`src/rtl/pmc_pkg.sv`:
```
package pmc_pkg;

   localparam int PMC_MODE_W   = 5;
   localparam int PMC_BANK_MIN = 3;
   localparam int PMC_NSRC     = 6;

   typedef enum logic [PMC_MODE_W-1:0] {
      MD_USER   = 5'h10,
      MD_FAST   = 5'h11,
      MD_NORM   = 5'h12,
      MD_SUPER  = 5'h13,
      MD_ABORT  = 5'h17,
      MD_UNDEF  = 5'h1B,
      MD_SYSTEM = 5'h1F
   } pmc_mode_e;

   typedef struct packed {
      logic fmask;
      logic nmask;
   } pmc_mask_t;

   function automatic logic pmc_known(input logic [PMC_MODE_W-1:0] code);
      case (code)
         5'h10, 5'h11, 5'h12, 5'h13, 5'h17, 5'h1B, 5'h1F: pmc_known = 1'b1;
         default: pmc_known = 1'b0;
      endcase
   endfunction

   function automatic logic pmc_priv(input pmc_mode_e m);
      pmc_priv = (m != MD_USER);
   endfunction

   function automatic logic pmc_exc_mode(input pmc_mode_e m);
      pmc_exc_mode = (m != MD_USER) && (m != MD_SYSTEM);
   endfunction

   function automatic logic [PMC_BANK_MIN-1:0] pmc_bank(input pmc_mode_e m);
      case (m)
         MD_FAST:  pmc_bank = 3'd1;
         MD_NORM:  pmc_bank = 3'd2;
         MD_SUPER: pmc_bank = 3'd3;
         MD_ABORT: pmc_bank = 3'd4;
         MD_UNDEF: pmc_bank = 3'd5;
         default:  pmc_bank = 3'd0;
      endcase
   endfunction

   // source index -> entry mode; index 0 is the highest priority
   function automatic pmc_mode_e pmc_src_mode(input int idx);
      case (idx)
         0:       pmc_src_mode = MD_ABORT;
         1:       pmc_src_mode = MD_FAST;
         2:       pmc_src_mode = MD_NORM;
         3:       pmc_src_mode = MD_ABORT;
         4:       pmc_src_mode = MD_UNDEF;
         default: pmc_src_mode = MD_SUPER;
      endcase
   endfunction

endpackage

```
`src/rtl/pmc_exc_arb.sv`:
```
module pmc_exc_arb
   import pmc_pkg::*;
#(
   parameter int NSRC = PMC_NSRC
) (
   input  logic            clk,
   input  logic            rst_n,
   input  logic [NSRC-1:0] req,
   output logic            take,
   output pmc_mode_e       target
);

   logic [NSRC-1:0] grant;

   if (NSRC != PMC_NSRC) begin : g_bad_nsrc
      $error("pmc_exc_arb: NSRC must match the package source count");
   end

   assign grant[0] = req[0];
   for (genvar i = 1; i < NSRC; i++) begin : g_pri
      assign grant[i] = req[i] & ~(|req[i-1:0]);
   end

   assign take = |req;

   always_comb begin
      target = MD_SUPER;
      for (int i = 0; i < NSRC; i++) begin
         if (grant[i]) target = pmc_src_mode(i);
      end
   end


   grant_onehot_chk: assert property (@(posedge clk) disable iff (!rst_n)
      $onehot0(grant));


   top_src_wins_chk: assert property (@(posedge clk) disable iff (!rst_n)
      req[0] |-> (grant[0] && $countones(grant) == 1));

endmodule

```
`src/rtl/pmc_wr_gate.sv`:
```
module pmc_wr_gate
   import pmc_pkg::*;
#(
   parameter int MODE_W = PMC_MODE_W
) (
   input  logic              clk,
   input  logic              rst_n,
   input  logic              wr_en,
   input  logic [MODE_W-1:0] wr_code,
   input  pmc_mode_e         cur_mode,
   input  logic              blocked,
   output logic              apply,
   output logic              bad,
   output pmc_mode_e         new_mode
);

   logic known;
   logic live;

   if (MODE_W != PMC_MODE_W) begin : g_bad_w
      $error("pmc_wr_gate: MODE_W must equal the package mode width");
   end

   assign known    = pmc_known(wr_code);
   assign live     = wr_en & ~blocked;
   assign apply    = live & known & pmc_priv(cur_mode);
   assign bad      = live & ~known;
   assign new_mode = pmc_mode_e'(wr_code);


   user_write_blocked_chk: assert property (@(posedge clk) disable iff (!rst_n)
      (cur_mode == MD_USER) |-> !apply);


   bad_never_applies_chk: assert property (@(posedge clk) disable iff (!rst_n)
      bad |-> !apply);

endmodule

```
`src/rtl/pmc_bank_map.sv`:
```
module pmc_bank_map
   import pmc_pkg::*;
#(
   parameter int BANK_W  = PMC_BANK_MIN,
   parameter bit REG_OUT = 1'b1
) (
   input  logic              clk,
   input  logic              rst_n,
   input  pmc_mode_e         mode_nxt,
   input  pmc_mode_e         mode_cur,
   output logic [BANK_W-1:0] bank
);

   if (BANK_W < PMC_BANK_MIN) begin : g_bad_w
      $error("pmc_bank_map: BANK_W too narrow for six bank codes");
   end

   if (REG_OUT) begin : g_reg
      logic [BANK_W-1:0] bank_q;
      always_ff @(posedge clk) begin
         if (!rst_n) bank_q <= BANK_W'(pmc_bank(MD_SUPER));
         else        bank_q <= BANK_W'(pmc_bank(mode_nxt));
      end
      assign bank = bank_q;
   end else begin : g_comb
      logic unused_nxt;
      assign unused_nxt = ^mode_nxt;
      assign bank = BANK_W'(pmc_bank(mode_cur));
   end


   shared_bank_chk: assert property (@(posedge clk) disable iff (!rst_n)
      (mode_cur == MD_USER || mode_cur == MD_SYSTEM) |-> (bank == '0));


   super_bank_chk: assert property (@(posedge clk) disable iff (!rst_n)
      (mode_cur == MD_SUPER) |-> (bank == BANK_W'(3)));

endmodule

```
`src/rtl/pmc_mode_ctrl.sv`:
```
module pmc_mode_ctrl
   import pmc_pkg::*;
#(
   parameter int MODE_W   = 5,
   parameter int BANK_W   = 3,
   parameter bit REG_BANK = 1'b1
) (
   input  logic              clk,
   input  logic              rst_n,
   input  logic              fint_req,
   input  logic              nint_req,
   input  logic              svc_call,
   input  logic              pf_abort,
   input  logic              dt_abort,
   input  logic              undef_instr,
   input  logic              exc_ret,
   input  logic              wr_en,
   input  logic [MODE_W-1:0] wr_mode,
   output logic [MODE_W-1:0] mode_o,
   output logic              priv_o,
   output logic [MODE_W-1:0] saved_mode_o,
   output logic [BANK_W-1:0] bank_sel_o,
   output logic              fmask_o,
   output logic              nmask_o,
   output logic              bad_mode_o
);

   localparam int NSRC = PMC_NSRC;

   if (MODE_W != PMC_MODE_W) begin : g_bad_mode_w
      $error("pmc_mode_ctrl: MODE_W must equal the package mode width");
   end
   if (BANK_W < PMC_BANK_MIN) begin : g_bad_bank_w
      $error("pmc_mode_ctrl: BANK_W below the minimum bank code width");
   end

   pmc_mode_e mode_q, mode_d, saved_q;
   pmc_mask_t mask_q, smask_q;
   logic      bad_q;

   logic [NSRC-1:0] req;
   logic            take;
   pmc_mode_e       target;
   logic            ret_ok;
   logic            wr_apply, wr_bad;
   pmc_mode_e       wr_target;

   // priority order: index 0 highest
   assign req[0] = dt_abort;
   assign req[1] = fint_req & ~mask_q.fmask;
   assign req[2] = nint_req & ~mask_q.nmask;
   assign req[3] = pf_abort;
   assign req[4] = undef_instr;
   assign req[5] = svc_call;

   pmc_exc_arb #(.NSRC(NSRC)) u_arb (
      .clk    (clk),
      .rst_n  (rst_n),
      .req    (req),
      .take   (take),
      .target (target)
   );

   assign ret_ok = exc_ret & pmc_exc_mode(mode_q);

   pmc_wr_gate #(.MODE_W(MODE_W)) u_wr (
      .clk      (clk),
      .rst_n    (rst_n),
      .wr_en    (wr_en),
      .wr_code  (wr_mode),
      .cur_mode (mode_q),
      .blocked  (take | ret_ok),
      .apply    (wr_apply),
      .bad      (wr_bad),
      .new_mode (wr_target)
   );

   always_comb begin
      if (!rst_n)        mode_d = MD_SUPER;
      else if (take)     mode_d = target;
      else if (ret_ok)   mode_d = saved_q;
      else if (wr_apply) mode_d = wr_target;
      else               mode_d = mode_q;
   end

   always_ff @(posedge clk) begin
      if (!rst_n) begin
         mode_q  <= MD_SUPER;
         saved_q <= MD_SUPER;
         mask_q  <= '0;
         smask_q <= '0;
         bad_q   <= 1'b0;
      end else begin
         mode_q <= mode_d;
         bad_q  <= wr_bad;
         if (take) begin
            saved_q <= mode_q;
            smask_q <= mask_q;
            if (target == MD_FAST) begin
               mask_q.fmask <= 1'b1;
               mask_q.nmask <= 1'b1;
            end else if (target == MD_NORM) begin
               mask_q.nmask <= 1'b1;
            end
         end else if (ret_ok) begin
            mask_q <= smask_q;
         end
      end
   end

   pmc_bank_map #(.BANK_W(BANK_W), .REG_OUT(REG_BANK)) u_bank (
      .clk      (clk),
      .rst_n    (rst_n),
      .mode_nxt (mode_d),
      .mode_cur (mode_q),
      .bank     (bank_sel_o)
   );

   assign mode_o       = mode_q;
   assign priv_o       = pmc_priv(mode_q);
   assign saved_mode_o = saved_q;
   assign fmask_o      = mask_q.fmask;
   assign nmask_o      = mask_q.nmask;
   assign bad_mode_o   = bad_q;


   fast_entry_masks_chk: assert property (@(posedge clk) disable iff (!rst_n)
      (fint_req && !fmask_o && !dt_abort) |=> (mode_o == MD_FAST && fmask_o && nmask_o));


   no_system_by_exc_chk: assert property (@(posedge clk) disable iff (!rst_n)
      (dt_abort || pf_abort || undef_instr || svc_call) |=> (mode_o != MD_SYSTEM));


   user_holds_chk: assert property (@(posedge clk) disable iff (!rst_n)
      (mode_o == MD_USER && !dt_abort && !pf_abort && !undef_instr && !svc_call
       && !(fint_req && !fmask_o) && !(nint_req && !nmask_o)) |=> (mode_o == MD_USER));


   entry_saves_chk: assert property (@(posedge clk) disable iff (!rst_n)
      (dt_abort || svc_call) |=> (saved_mode_o == $past(mode_o)));


   system_ret_ignored_chk: assert property (@(posedge clk) disable iff (!rst_n)
      (mode_o == MD_SYSTEM && exc_ret && !wr_en && !dt_abort && !pf_abort
       && !undef_instr && !svc_call && !(fint_req && !fmask_o) && !(nint_req && !nmask_o))
      |=> (mode_o == MD_SYSTEM));


   bad_flag_cause_chk: assert property (@(posedge clk) disable iff (!rst_n)
      bad_mode_o |-> $past(wr_en));


   priv_user_chk: assert property (@(posedge clk) disable iff (!rst_n)
      priv_o != (mode_o == MD_USER));

endmodule

```
`config.mk`:
```
export PLATFORM = sky130hd
export DESIGN_NAME = pmc_mode_ctrl
export DESIGN_NICKNAME = d
export VERILOG_FILES = /design/src/rtl/pmc_pkg.sv /design/src/rtl/pmc_exc_arb.sv /design/src/rtl/pmc_wr_gate.sv /design/src/rtl/pmc_bank_map.sv /design/src/rtl/pmc_mode_ctrl.sv
export SDC_FILE = /design/constraint.sdc
export NUM_CORES = 1
export LEC_CHECK = 0
export ABC_AREA = 1
export BUFFER_PORTS_ARGS = -buffer_cell sky130_fd_sc_hd__buf_4
export CAP_MARGIN = 20
export CELL_PAD_IN_SITES_DETAIL_PLACEMENT = 0
export CELL_PAD_IN_SITES_GLOBAL_PLACEMENT = 2
export CORE_MARGIN = 5
export CORE_UTILIZATION = 29
export CTS_BUF_LIST = sky130_fd_sc_hd__clkbuf_2 sky130_fd_sc_hd__clkbuf_4 sky130_fd_sc_hd__clkbuf_8
export DETAILED_ROUTE_END_ITERATION = 10
export PLACE_DENSITY = 0.93
export SYNTH_ARGS = -nofsm -noshare
export SYNTH_HDL_FRONTEND = slang
export SYNTH_SLANG_ARGS = --single-unit
```
`constraint.sdc`:
```
create_clock -name clk -period 2.1 [get_ports clk]
set_clock_uncertainty 0.2 [all_clocks]
set_input_delay 0.63 -clock clk [delete_from_list [all_inputs] [get_ports clk]]
set_output_delay 0.63 -clock clk [all_outputs]
set_load 0.005 [all_outputs]
```
# == Word-level counts from Yosys, hierarchy flattened ==
# Cells that the tools add are included.
# op_classes
mux,17
bitwise,22
n_reduce_logical,10
n_eq_ne,18
# ops
operator,n
5-bit equality test (second input constant),14
5-bit two-way mux,9
3-bit case mux with 5 select lines,1
1-bit bitwise AND,12
5-bit != test (second input constant),2
1-bit NOT,9
7-bit OR reduction,1
6-bit OR reduction,1
5-bit OR reduction,1
1-bit two-way mux,4
2-bit two-way mux,2
2-bit AND reduction,2
4-bit OR reduction,1
3-bit two-way mux,1
3-bit by 1-bit != test with 1-bit output (second input constant),1
3-bit OR reduction,1
2-bit by 1-bit != test with 1-bit output (second input constant),1
2-bit nonzero test,1
2-bit OR reduction,1
1-bit logical AND,1
1-bit bitwise OR,1
# word_totals
reg_bits,18
input_bits,15

# == Depth between registers and ports, before layout ==
# Gate-level depths: netlist of the first run.
# depth
ltp_word,14
ltp_mapped,14
ltp_nobuf,14

# == Modules after synthesis ==
# From an unflattened synthesis of the first run, not the netlist that was laid out.
# hier_totals
hier_cells,167
area_unflattened_um2,1069.8
# by_module_without_submodules
module,n_inst,cells_each,area_per_inst_um2
pmc_mode_ctrl,1,119,794.5
pmc_bank_map,1,17,122.6
pmc_wr_gate,1,16,87.6
pmc_exc_arb,1,15,65.1

# == Least setup slack after synthesis of the first run ==
# No wires, ideal clock.
# synth_timing
path_kind,input to register
startpoint,input port pf_abort
endpoint,register u_bank.g_reg.bank_q[0] (netlist: u_bank.bank[0])
required_time_ns,1.780
stages,13
slack_ns,0.082
setup_ns,0.120
arrival_time_ns,1.698
cell_sequence,nor2_2 nand2_2 nor2_8 inv_4 buf_6 a21oi_2 nand2_1 inv_2 nand2_2 nand2_1 nor2_1 nand2_1 nand3_1
# synth_between
elab_chain_cells,12
# synth_lines
element,line_no,rtl
"start, declared",pmc_mode_ctrl.sv:13,"input logic pf_abort,"
6-bit OR reduction,pmc_exc_arb.sv:24,assign take = |req;
1-bit bitwise OR,pmc_mode_ctrl.sv:72,".blocked (take | ret_ok),"
1-bit NOT,pmc_wr_gate.sv:25,assign live = wr_en & ~blocked;
1-bit bitwise AND,pmc_wr_gate.sv:25,
1-bit bitwise AND (2 in a row),pmc_wr_gate.sv:26,assign apply = live & known & pmc_priv(cur_mode);
5-bit two-way mux,pmc_mode_ctrl.sv:82,else if (wr_apply) mode_d = wr_target;
5-bit two-way mux,pmc_mode_ctrl.sv:81,else if (ret_ok) mode_d = saved_q;
5-bit two-way mux (*),pmc_mode_ctrl.sv:80,else if (take) mode_d = target;
5-bit two-way mux (*),pmc_mode_ctrl.sv:79,if (!rst_n) mode_d = MD_SUPER;
5-bit equality test,pmc_pkg.sv:38,case (m)
3-bit case mux with 5 select lines (*),pmc_pkg.sv:38,
"end signal, assigned",pmc_bank_map.sv:21,if (!rst_n) bank_q <= BANK_W'(pmc_bank(MD_SUPER));
"end signal, assigned",pmc_bank_map.sv:22,else bank_q <= BANK_W'(pmc_bank(mode_nxt));
"end, declared",pmc_bank_map.sv:19,logic [BANK_W-1:0] bank_q;
# Mark *: on every way between the ends. The rest lies on a longest branch, timed or not.
# A chain may end at the register's enable or synchronous reset.

# == Worst setup path in the final report of the first run ==
# layout_timing
startpoint,register mode_q[2] (netlist: mode_o[2])
endpoint,output port priv_o
# layout_between
elab_chain_cells,1
# layout_lines
element,line_no,rtl
"start, declared",pmc_mode_ctrl.sv:37,"pmc_mode_e mode_q, mode_d, saved_q;"
"start signal, assigned",pmc_mode_ctrl.sv:94,mode_q <= mode_d;
5-bit != test,pmc_pkg.sv:30,pmc_priv = (m != MD_USER);
"end, declared",pmc_mode_ctrl.sv:20,"output logic priv_o,"
# No other way between the ends.

==> impl_metrics.toml, run 1 <==
[run_status]
outcome = "finished clean"

[synthesis]
synth_area_leaders = "dfxtp_1 35%, nand2_1 9.7%, inv_1 5.8%"
async_flop_share_pct = 0
seq_area_frac_synth_pct = 34.7
syn_area_per_cell_um2 = 7.65
syn_nets = 151
yosys.area.top_type = "dfxtp_1"
synthCells = 136
synth_top_area_share_pct = 34.7
synth_enable_flop_cells = 0
yosysWarnings = 0
ys.flop_type = "dfxtp_1"
yosysUniqueCellTypes = 33
syn-cell-area_um2 = 1040
synth-seq-cells = 18
synthMostInstantiatedCell = "nand2_1"
synth_commonest_cells = "27 x nand2_1, 18 x dfxtp_1, 16 x inv_1"

[drt]
drtAntennaViolNets = 0
avgRoutedWirePerCell_um = 11.8
drc = 0
first_pass_iters = 4
drt-vias-per-instance = 4.53
drt_wl_total_mm = 2.71
vias = 1042
first_iter_violations = 34

[die]
core_area_um2 = 3420
ios = 32
die_height_um = 69.9
initial_core_util_pct = 30.4
die_area_um2 = 4880
rows = 21
fp.dieW_um = 69.9

[cts]
cts.sinks = 18
ctsResizeCount = 0
post-cts-setup-buffer-count = 0
cts.htree.levels = 1
cts_buffers = 3
cts_tree = "yes"
cts.clk_slew.worst_paths_ns = 0.11
worstSkewPairLatency_ns = 0.30
postCtsHoldBufs = 0
cts_buffer_depth = 2
clk_root_buffer_cell = "clkbuf_4"

[setup_path]
cp-startpoint = "mode_o[2]$_SDFF_PN0_"
r2r_start = "mode_o[2]$_SDFF_PN0_"
cp_cell_sequence = "nor2_2 > nand3_4 > buf_4"
crit_path_end_kind = "primary output"
critPathKind = "register to primary output"
arrival_ns = 1.16
cp_max_fo = 8
slowest_stage = "dfxtp_1"
max_stage_delay_ns = 0.39
crit_required_ns = 1.27
worstSetupStartpointType = "register"

[hold_path]
hold_path_class = "register to register"
worstHoldStart = "saved_mode_o[2]$_SDFFE_PN0P_"

[power_and_ir_drop]
power.density_nw_per_um2 = 518
total_power_mw = 0.752
p_int_mw = 0.550
p_clk_share_pct = 28.8
switching_share_pct = 26.9
power_frac_seq_pct = 49.8
power_frac_comb_pct = 21.5
power.switching_mw = 0.202
p_leak_nw = 0.732
irDropWorstVdd_mv = 0.233

[place]
place.port_buffers = 31
dpl_cell_area_um2 = 1420
dp.final_hpwl_mm = 2.29
gp_congestion = 0.839

[timing]
worstMarginPinSlew_ns = 0.384
max_freq_mhz = 504
hold_viol = 0
relSlewSlack_pct = 74.1
finalCritPeriodShare_pct = 94.5
rsz0062_at_grt = "no"
drv_slew = 0
holdWs_ns = 0.295
setup_violations = 0
min_period_ns = 1.99

[grt]
grt_pass1_vias = 1033
grt_max_degree = 11
grt_first_pass_wirelength_mm = 4.60
grt_antenna_before_repair = 0
track_usage_pct = 11.4
grt_overflow = 0

[final_layout]
nets = 200
area_growth_pct = 39.7
drive_gt1_share_pct = 41.8
antennaDiodeCount = 0
post-route-cell-area_um2 = 1450

[run]
drv_cap = 0
## cell usage in the layout (no fill, tap or decap)
cell type / instances
a311oi_1: 1
nand4_1: 1
and2_1: 1
inv_2: 6
clkbuf_4: 3
nor4b_1: 1
a21boi_2: 1
a211oi_1: 2
nor2_8: 1
o211ai_1: 1
o41ai_1: 1
a21oi_2: 1
nand3_4: 2
nor2_2: 4
clkbuf_8: 1
o21ai_0: 5
inv_4: 1
a41oi_1: 3
dfxtp_1: 18
nand4_4: 1
nand2_1: 27
inv_1: 16
nand3_1: 7
clkinv_1: 1
nor2_4: 1
o21bai_1: 1
o21ai_1: 1
and3_1: 1
buf_4: 46
a21oi_1: 10
a31oi_1: 2
nor2_1: 7
nand2_2: 6
nand2_4: 3
## path summary, 6_finish.rpt
path / cells past startpoint / endpoint / slack (ns)
worst min-delay path: 2 / saved_mode_o[2]$_SDFFE_PN0P_ / 0.30
worst max register to register: 12 / u_bank.bank[0]$_SDFF_PN1_ / 0.20
worst max-delay path: 3 / priv_o / 0.11
worst min register to register: 2 / saved_mode_o[2]$_SDFFE_PN0P_ / 0.30
## routing by layer
| metal | track usage [%] | vias up | wire length (um) |
|---|---|---|---|
| li1 | - | 547 | - |
| met1 | 14.1 | 468 | 1240 |
| met2 | 19.4 | 23 | 1340 |
| met3 | 1.87 | 4 | 85 |
| met4 | 5.11 | 0 | 44 |
| met5 | 0 | - | 0 |
## power groups by stage
stage               logic [mW]  clock network [mW]  registers [mW]
finish                   0.161               0.216           0.374
global route             0.179               0.245           0.378
CTS                      0.164               0.227           0.375
detailed placement       0.163                   0           0.383
global placement         0.161                   0           0.382
floorplan               0.0780                   0           0.381
## sequential cells by signal (all words and copies together) (netlist names)
register      flops
mode_o            5
saved_mode_o      5
u_bank.bank       3
smask_q           2
bad_mode_o        1
fmask_o           1
nmask_o           1
## logic make-up after synthesis
group / Yosys count / synth area share (%)
flops: 18 / 34.7
compound gates: 29 / 17.9
buf+inv: 26 / 11.4
simple gates: 63 / 36.0
## critical path: cells and delay by family (launching register included)
family | cells | cell delay [ns]
flip-flops | 1 | 0.39
AND/OR/NAND/NOR | 2 | 0.31
buffers and inverters | 1 | 0.17
## final cells by class
type                    count  area [um^2]
well taps                  46         57.6
flip-flops and latches     18          360
fillers                   391         1960
multi-input cells          92          561
repair buffers             46          345
inverters                  24         92.6
clock buffers               4         36.3
## stage by stage
stage | util (%) | setup TNS (ns) | setup WS [ns] | std cells
5_1_grt | 42.5 | 0 | 0.00407 | 230
3_5_place_dp | 41.5 | -0.491 | -0.169 | 226
2_1_floorplan | - | 0 | 0.0824 | 136
6_report | 42.5 | 0 | 0.115 | 230
3_3_place_gp | 41.5 | -0.354 | -0.123 | 226
4_1_cts | 42.5 | 0 | 0.0936 | 230
(Power assumes the default switching activity.)
==> run 2, diff against run 1 <==
Settings changed: ABC_AREA 1 to not set, PLACE_DENSITY 0.93 to 0.84.
==> run 2 against run 1 <==
The flow now finishes with violations (negative setup slack). Final cell count increased by 3.0%. Critical endpoint is now u_bank.bank[2]$_SDFF_PN0_. Global-route usage increased by 4.2 points. Largest cell class unchanged. Wire length grew 30%.
==> impl_metrics.toml, run 2 <==
[drt]
avgRoutedWirePerCell_um = 14.8
first_iter_violations = 62
drc = 0
drtAntennaViolNets = 0
drt-vias-per-instance = 5.04
drt_wl_total_mm = 3.51
vias = 1194
first_pass_iters = 4

[setup_path]
cpLargestDelayFamily = "simple AND/OR/NAND/NOR gates"
cp_cell_sequence = "and4_2 > o21ai_1 > a221oi_2 > nor3_2 > or4b_4 > a211oi_2"
slowest_stage = "or4b_4"
crit_path_end_kind = "register"
critPathKind = "register to register"
cp_max_fo = 3
arrival_ns = 2.33
worstSetupStartpointType = "register"
cp_num_buf_inv = 0
r2r_slack_ns = -0.21
max_stage_delay_ns = 0.50
crit_required_ns = 2.12

[grt]
grt_overflow = 0
grt_max_degree = 15
grt_pass1_vias = 1271
grt_antenna_before_repair = 0
grt_first_pass_wirelength_mm = 5.67
track_usage_pct = 15.6

[cts]
worstSkewPairLatency_ns = 0.30
cts.htree.levels = 1
cts.sinks = 18
postCtsHoldBufs = 0
cts_buffer_depth = 2
clk_root_buffer_cell = "clkbuf_4"
cts_tree = "yes"
cts_buffers = 3
cts.clk_slew.worst_paths_ns = 0.11

[power_and_ir_drop]
power_frac_comb_pct = 25.0
p_leak_nw = 0.723
irDropWorstVdd_mv = 0.150
power.density_nw_per_um2 = 452
p_int_mw = 0.571
p_clk_share_pct = 28.2
power.switching_mw = 0.215
power_frac_seq_pct = 46.8
switching_share_pct = 27.4

[synthesis]
yosysUniqueCellTypes = 42
syn_area_per_cell_um2 = 8.32
synth_compound_area_share_pct = 30.9
yosysWarnings = 0
synth_area_leaders = "dfxtp_1 36%, nand2_1 7.5%, a221oi_1 3.5%"
syn-cell-area_um2 = 1010
synth_commonest_cells = "20 x nand2_1, 18 x dfxtp_1, 7 x inv_1, 7 x nor2_1, 7 x o21ai_0"
synthCells = 121
yosys.area_share.simple_pct = 28.6
synthAdderAreaFrac_pct = 0
synth_top_family_by_area = "compound AO/OA/AOI/OAI gates"
synth-seq-cells = 18
syn_nets = 136
ys.flop_type = "dfxtp_1"
synth_xor_area_share_pct = 0
synth_top_area_share_pct = 35.8
seq_area_frac_synth_pct = 35.8
synthMuxAreaShare_pct = 0
synthMostInstantiatedCell = "nand2_1"
async_flop_share_pct = 0
synth_enable_flop_cells = 0
yosys.area.top_type = "dfxtp_1"

[timing]
relSlewSlack_pct = 67.9
hold_viol = 0
finalCritPeriodShare_pct = 110
worstMarginPinSlew_ns = 0.477
post-route-worst-setup-slack_ns = -0.208
drv_slew = 0
setup_tns_ns = -0.477
max_freq_mhz = 433
rsz0062_at_grt = "yes"
setup_violations = 4
min_period_ns = 2.31

[die]
ios = 32
die_area_um2 = 4750
rows = 21
die_height_um = 68.9
initial_core_util_pct = 30.2
fp.dieW_um = 68.9
core_area_um2 = 3340

[run_status]
failed_checks = "negative setup slack"
outcome = "complete, but fails checks"

[final_layout]
final_common_cell = "buf_4"
antennaDiodeCount = 0
drive_gt1_share_pct = 55.5
instances_no_fill = 237
area_growth_pct = 72.9
fillers = 324
nets = 207
regArea_um2 = 364
final_cell_mix = "67 x buf_4, 20 x nand2_1, 15 x dfxtp_1, 7 x inv_1"
final_core_util_pct = 52.2
multiInputGateArea_um2 = 732

[place]
dp_slack_ns = -0.474
gp_congestion = 0.891
dp.cells = 230
dp.final_hpwl_mm = 2.71
place.port_buffers = 31

[hold_path]
hold_path_class = "register to register"

[run]
drv_cap = 0
[run 2: changes by cell type after synthesis, moves of 3 or more]
| cell | change |
|---|---|
| nand3_1 | -3 |
| nand2_4 | -3 |
| a221oi_1 | +4 |
| nand2_1 | -7 |
| inv_1 | -9 |
| a41oi_1 | -3 |
| nor2_2 | -3 |
| nor4_1 | +3 |
| nor3_1 | +3 |
| nand2b_1 | +3 |
| o21a_1 | +3 |
| a21oi_1 | -5 |
| inv_2 | -6 |
| nand2_2 | -6 |
[run 2: kinds of logic (layout without fill, tap and decap cells)]
group                  after synthesis  in the layout
AND/OR/NAND/NOR                     53             53
AO/OA/AOI/OAI                       40             40
flip-flops                          18             18
buffers and inverters               10             80
[run 2: worst paths after layout]
kind                                start                   endpoint  cells after the start
setup / recovery     mode_o[2]$_SDFF_PN0_  u_bank.bank[2]$_SDFF_PN0_                      6
hold / removal    smask_q[1]$_SDFFE_PN0P_    smask_q[1]$_SDFFE_PN0P_                      2
setup reg to reg     mode_o[2]$_SDFF_PN0_  u_bank.bank[2]$_SDFF_PN0_                      6
hold reg to reg   smask_q[1]$_SDFFE_PN0P_    smask_q[1]$_SDFFE_PN0P_                      2
[run 2: repair_timing]
action                                 CTS  global route
pin swaps                                7             4
resized for setup                        5            13
endpoints found under the hold margin    0             0
setup endpoints to repair                4             9
buffers inserted                         3             0
[run 2: final cells by class]
class / count / area share (%)
inverter: 7 / 1.51
timing repair buffer: 69 / 30.2
tap: 46 / 3.30
sequential: 18 / 20.9
multi-input combinational: 93 / 42.0
clock buffer: 4 / 2.08
[run 2: tightest hold or removal path: cells and delay by family, from the launching register on]
family	cells	cell delay (ns)
compound gates	1	0.05
flops	1	0.33
simple gates	1	0.05
[run 2: power by group through the flow]
stage	Clock, mW	Sequential [mW]	Combinational (mW)
after global placement	0	0.375	0.180
after floorplan	0	0.378	0.0632
after global routing	0.242	0.371	0.214
final	0.222	0.368	0.197
after detailed placement	0	0.376	0.181
after CTS	0.224	0.369	0.188
[run 2: through the flow]
stage	power (mW)	hold slack, ns	cell area (um^2)
floorplan	0.441	0.232	1070
global placement	0.555	0.239	1600
detailed placement	0.558	0.253	1600
CTS	0.781	0.269	1680
global route	0.827	0.289	1740
finish	0.787	0.265	1740
[run 2: metal layers]
layer / GRT usage (%) / wire length (um) / up-vias
met1: 20.2 / 1630 / 556
met4: 4.87 / 47 / 0
met5: 0 / 0 / -
met2: 26.0 / 1630 / 32
li1: - / - / 600
met3: 3.24 / 199 / 6
==> run 3, diff against run 2 <==
--- a/config.mk
+++ b/config.mk
@@ -7,2 +7,3 @@
 export LEC_CHECK = 0
+export ABC_AREA = 0
 export BUFFER_PORTS_ARGS = -buffer_cell sky130_fd_sc_hd__buf_4
@@ -12,6 +13,6 @@
 export CORE_MARGIN = 5
-export CORE_UTILIZATION = 29
+export CORE_UTILIZATION = 31
 export CTS_BUF_LIST = sky130_fd_sc_hd__clkbuf_2 sky130_fd_sc_hd__clkbuf_4 sky130_fd_sc_hd__clkbuf_8
 export DETAILED_ROUTE_END_ITERATION = 10
-export PLACE_DENSITY = 0.84
+export PLACE_DENSITY = 0.89
 export SYNTH_ARGS = -nofsm -noshare
==> constraint.sdc (replaced) <==
create_clock -name clk -period 2.96 [get_ports clk]
set_clock_uncertainty 0.2 [all_clocks]
set_input_delay 0.888 -clock clk [delete_from_list [all_inputs] [get_ports clk]]
set_output_delay 0.888 -clock clk [all_outputs]
set_load 0.01 [all_outputs]
==> run 3 against run 2 <==
The run now ends clean. First-iteration DRC count decreased by 31%. Setup slack improved by 0.58 ns. Wire length down 16%. Flip-flop and latch count did not move. Highest routed layer unchanged. Worst hold slack better by 0.0028 ns.
==> impl_metrics.toml, run 3 (synthesized netlist as in run 2, its figures left out) <==
[die]
initial_core_util_pct = 32.7
ios = 32
core_area_um2 = 3080
fp.dieW_um = 67
die_area_um2 = 4490
rows = 20
die_height_um = 67

[setup_path]
crit_path_end_kind = "register"
max_stage_delay_ns = 0.49
cpLargestDelayFamily = "simple AND/OR/NAND/NOR gates"
cp_cell_sequence = "and4_2 > o21ai_0 > a221oi_1 > nor3_1 > or4b_1 > a211oi_2"
slowest_stage = "or4b_1"
worstSetupStartpointType = "register"
cp-startpoint = "mode_o[3]$_SDFF_PN0_"
arrival_ns = 2.61
crit_required_ns = 2.98
cp_max_fo = 5
r2r_start = "mode_o[3]$_SDFF_PN0_"
cp_num_buf_inv = 0
worst_r2r_endpoint = "u_bank.bank[2]$_SDFF_PN0_"
r2r_slack_ns = 0.37
critPathKind = "register to register"
worstRegToRegCells = 6

[place]
dp_slack_ns = 0.0998
dp.final_hpwl_mm = 2.40
dp.cells = 203
dpl_cell_area_um2 = 1350
place.port_buffers = 31
gp_congestion = 0.936

[timing]
drv_slew = 0
worstMarginPinSlew_ns = 0.439
max_freq_mhz = 386
setup_tns_ns = 0
relSlewSlack_pct = 70.4
post-route-worst-setup-slack_ns = 0.373
hold_viol = 0
rsz0062_at_grt = "no"
setup_violations = 0
finalCritPeriodShare_pct = 87.4
min_period_ns = 2.59

[drt]
vias = 1093
drt_wl_total_mm = 2.93
drt-vias-per-instance = 5.31
avgRoutedWirePerCell_um = 14.2
drc = 0
drtAntennaViolNets = 0
first_iter_violations = 43
first_pass_iters = 4

[final_layout]
final_common_cell = "buf_4"
nets = 179
drive_gt1_share_pct = 34.6
area_growth_pct = 36.1
instances_no_fill = 206
antennaDiodeCount = 0
fillers = 322
final_cell_mix = "41 x buf_4, 20 x nand2_1, 18 x dfxtp_1"
final_core_util_pct = 44.6
post-route-cell-area_um2 = 1370

[power_and_ir_drop]
p_clk_share_pct = 24.8
power.switching_mw = 0.129
power_frac_seq_pct = 55.1
power.density_nw_per_um2 = 349
power_frac_comb_pct = 20.1
switching_share_pct = 26.9
irDropWorstVdd_mv = 0.174
p_int_mw = 0.350
p_leak_nw = 0.563

[cts]
cts_buffers = 3
post-cts-setup-buffer-count = 0
cts.clk_slew.worst_paths_ns = 0.10
worstSkewPairLatency_ns = 0.29
clk_root_buffer_cell = "clkbuf_4"
cts_buffer_depth = 2
cts.sinks = 18
postCtsHoldBufs = 0
cts_tree = "yes"
ctsResizeCount = 0
cts.htree.levels = 1

[hold_path]
hold_path_class = "register to register"
worstHoldStart = "smask_q[1]$_SDFFE_PN0P_"
min_to = "smask_q[1]$_SDFFE_PN0P_"
hold_depth = 2

[grt]
grt_first_pass_wirelength_mm = 4.75
grt_max_degree = 14
grt_pass1_vias = 1007
track_usage_pct = 14.1
grt_overflow = 0
grt_antenna_before_repair = 0

[run]
drv_cap = 0

[run_status]
outcome = "finished clean"
run 3: final cells by class:
cell class / instances / area (um^2) / area share, %
timing repair buffer: 41 / 308 / 22.4
sequential: 18 / 360 / 26.3
tap: 44 / 55.1 / 4.01
inverter: 7 / 26.3 / 1.92
clock buffer: 3 / 22.5 / 1.64
multi-input combinational: 93 / 599 / 43.7
run 3: worst register-to-register path, stage by stage (launching register included):
cell,delay [ns]
dfxtp_1,0.40
and4_2,0.28
o21ai_0,0.37
a221oi_1,0.23
nor3_1,0.34
or4b_1,0.49
a211oi_2,0.22
run 3: power by group through the flow:
stage | logic (mW) | clock network [mW] | registers [mW]
after global routing | 0.106 | 0.134 | 0.266
final | 0.0961 | 0.119 | 0.264
after detailed placement | 0.0965 | 0 | 0.270
after global placement | 0.0962 | 0 | 0.269
after CTS | 0.0968 | 0.122 | 0.264
after floorplan | 0.0408 | 0 | 0.272
run 3: per-stage QoR:
stage                     power (mW)  hold slack, ns
after global placement         0.366           0.242
final                          0.478           0.268
after detailed placement       0.366           0.256
after floorplan                0.313           0.232
after CTS                      0.483           0.271
after global routing           0.505           0.287
run 3: how the worst max path moves through the flow:
| stage | to | slack [ns] | cells after the start |
|---|---|---|---|
| floorplan | u_bank.bank[0]$_SDFF_PN1_ | 0.30 | 7 |
| global placement | u_bank.bank[2]$_SDFF_PN0_ | 0.07 | 7 |
| detailed placement | u_bank.bank[2]$_SDFF_PN0_ | 0.1 | 7 |
| CTS | u_bank.bank[2]$_SDFF_PN0_ | 0.39 | 6 |
| global route | u_bank.bank[2]$_SDFF_PN0_ | 0.17 | 6 |
| finish | u_bank.bank[2]$_SDFF_PN0_ | 0.37 | 6 |
run 3: routing by layer:
layer	global-route usage, %	routed length (um)	vias to the layer above
met3	5.23	237	2
li1	-	-	540
met2	21.5	1340	46
met5	0	0	-
met1	19.2	1350	505
met4	1.77	9	0
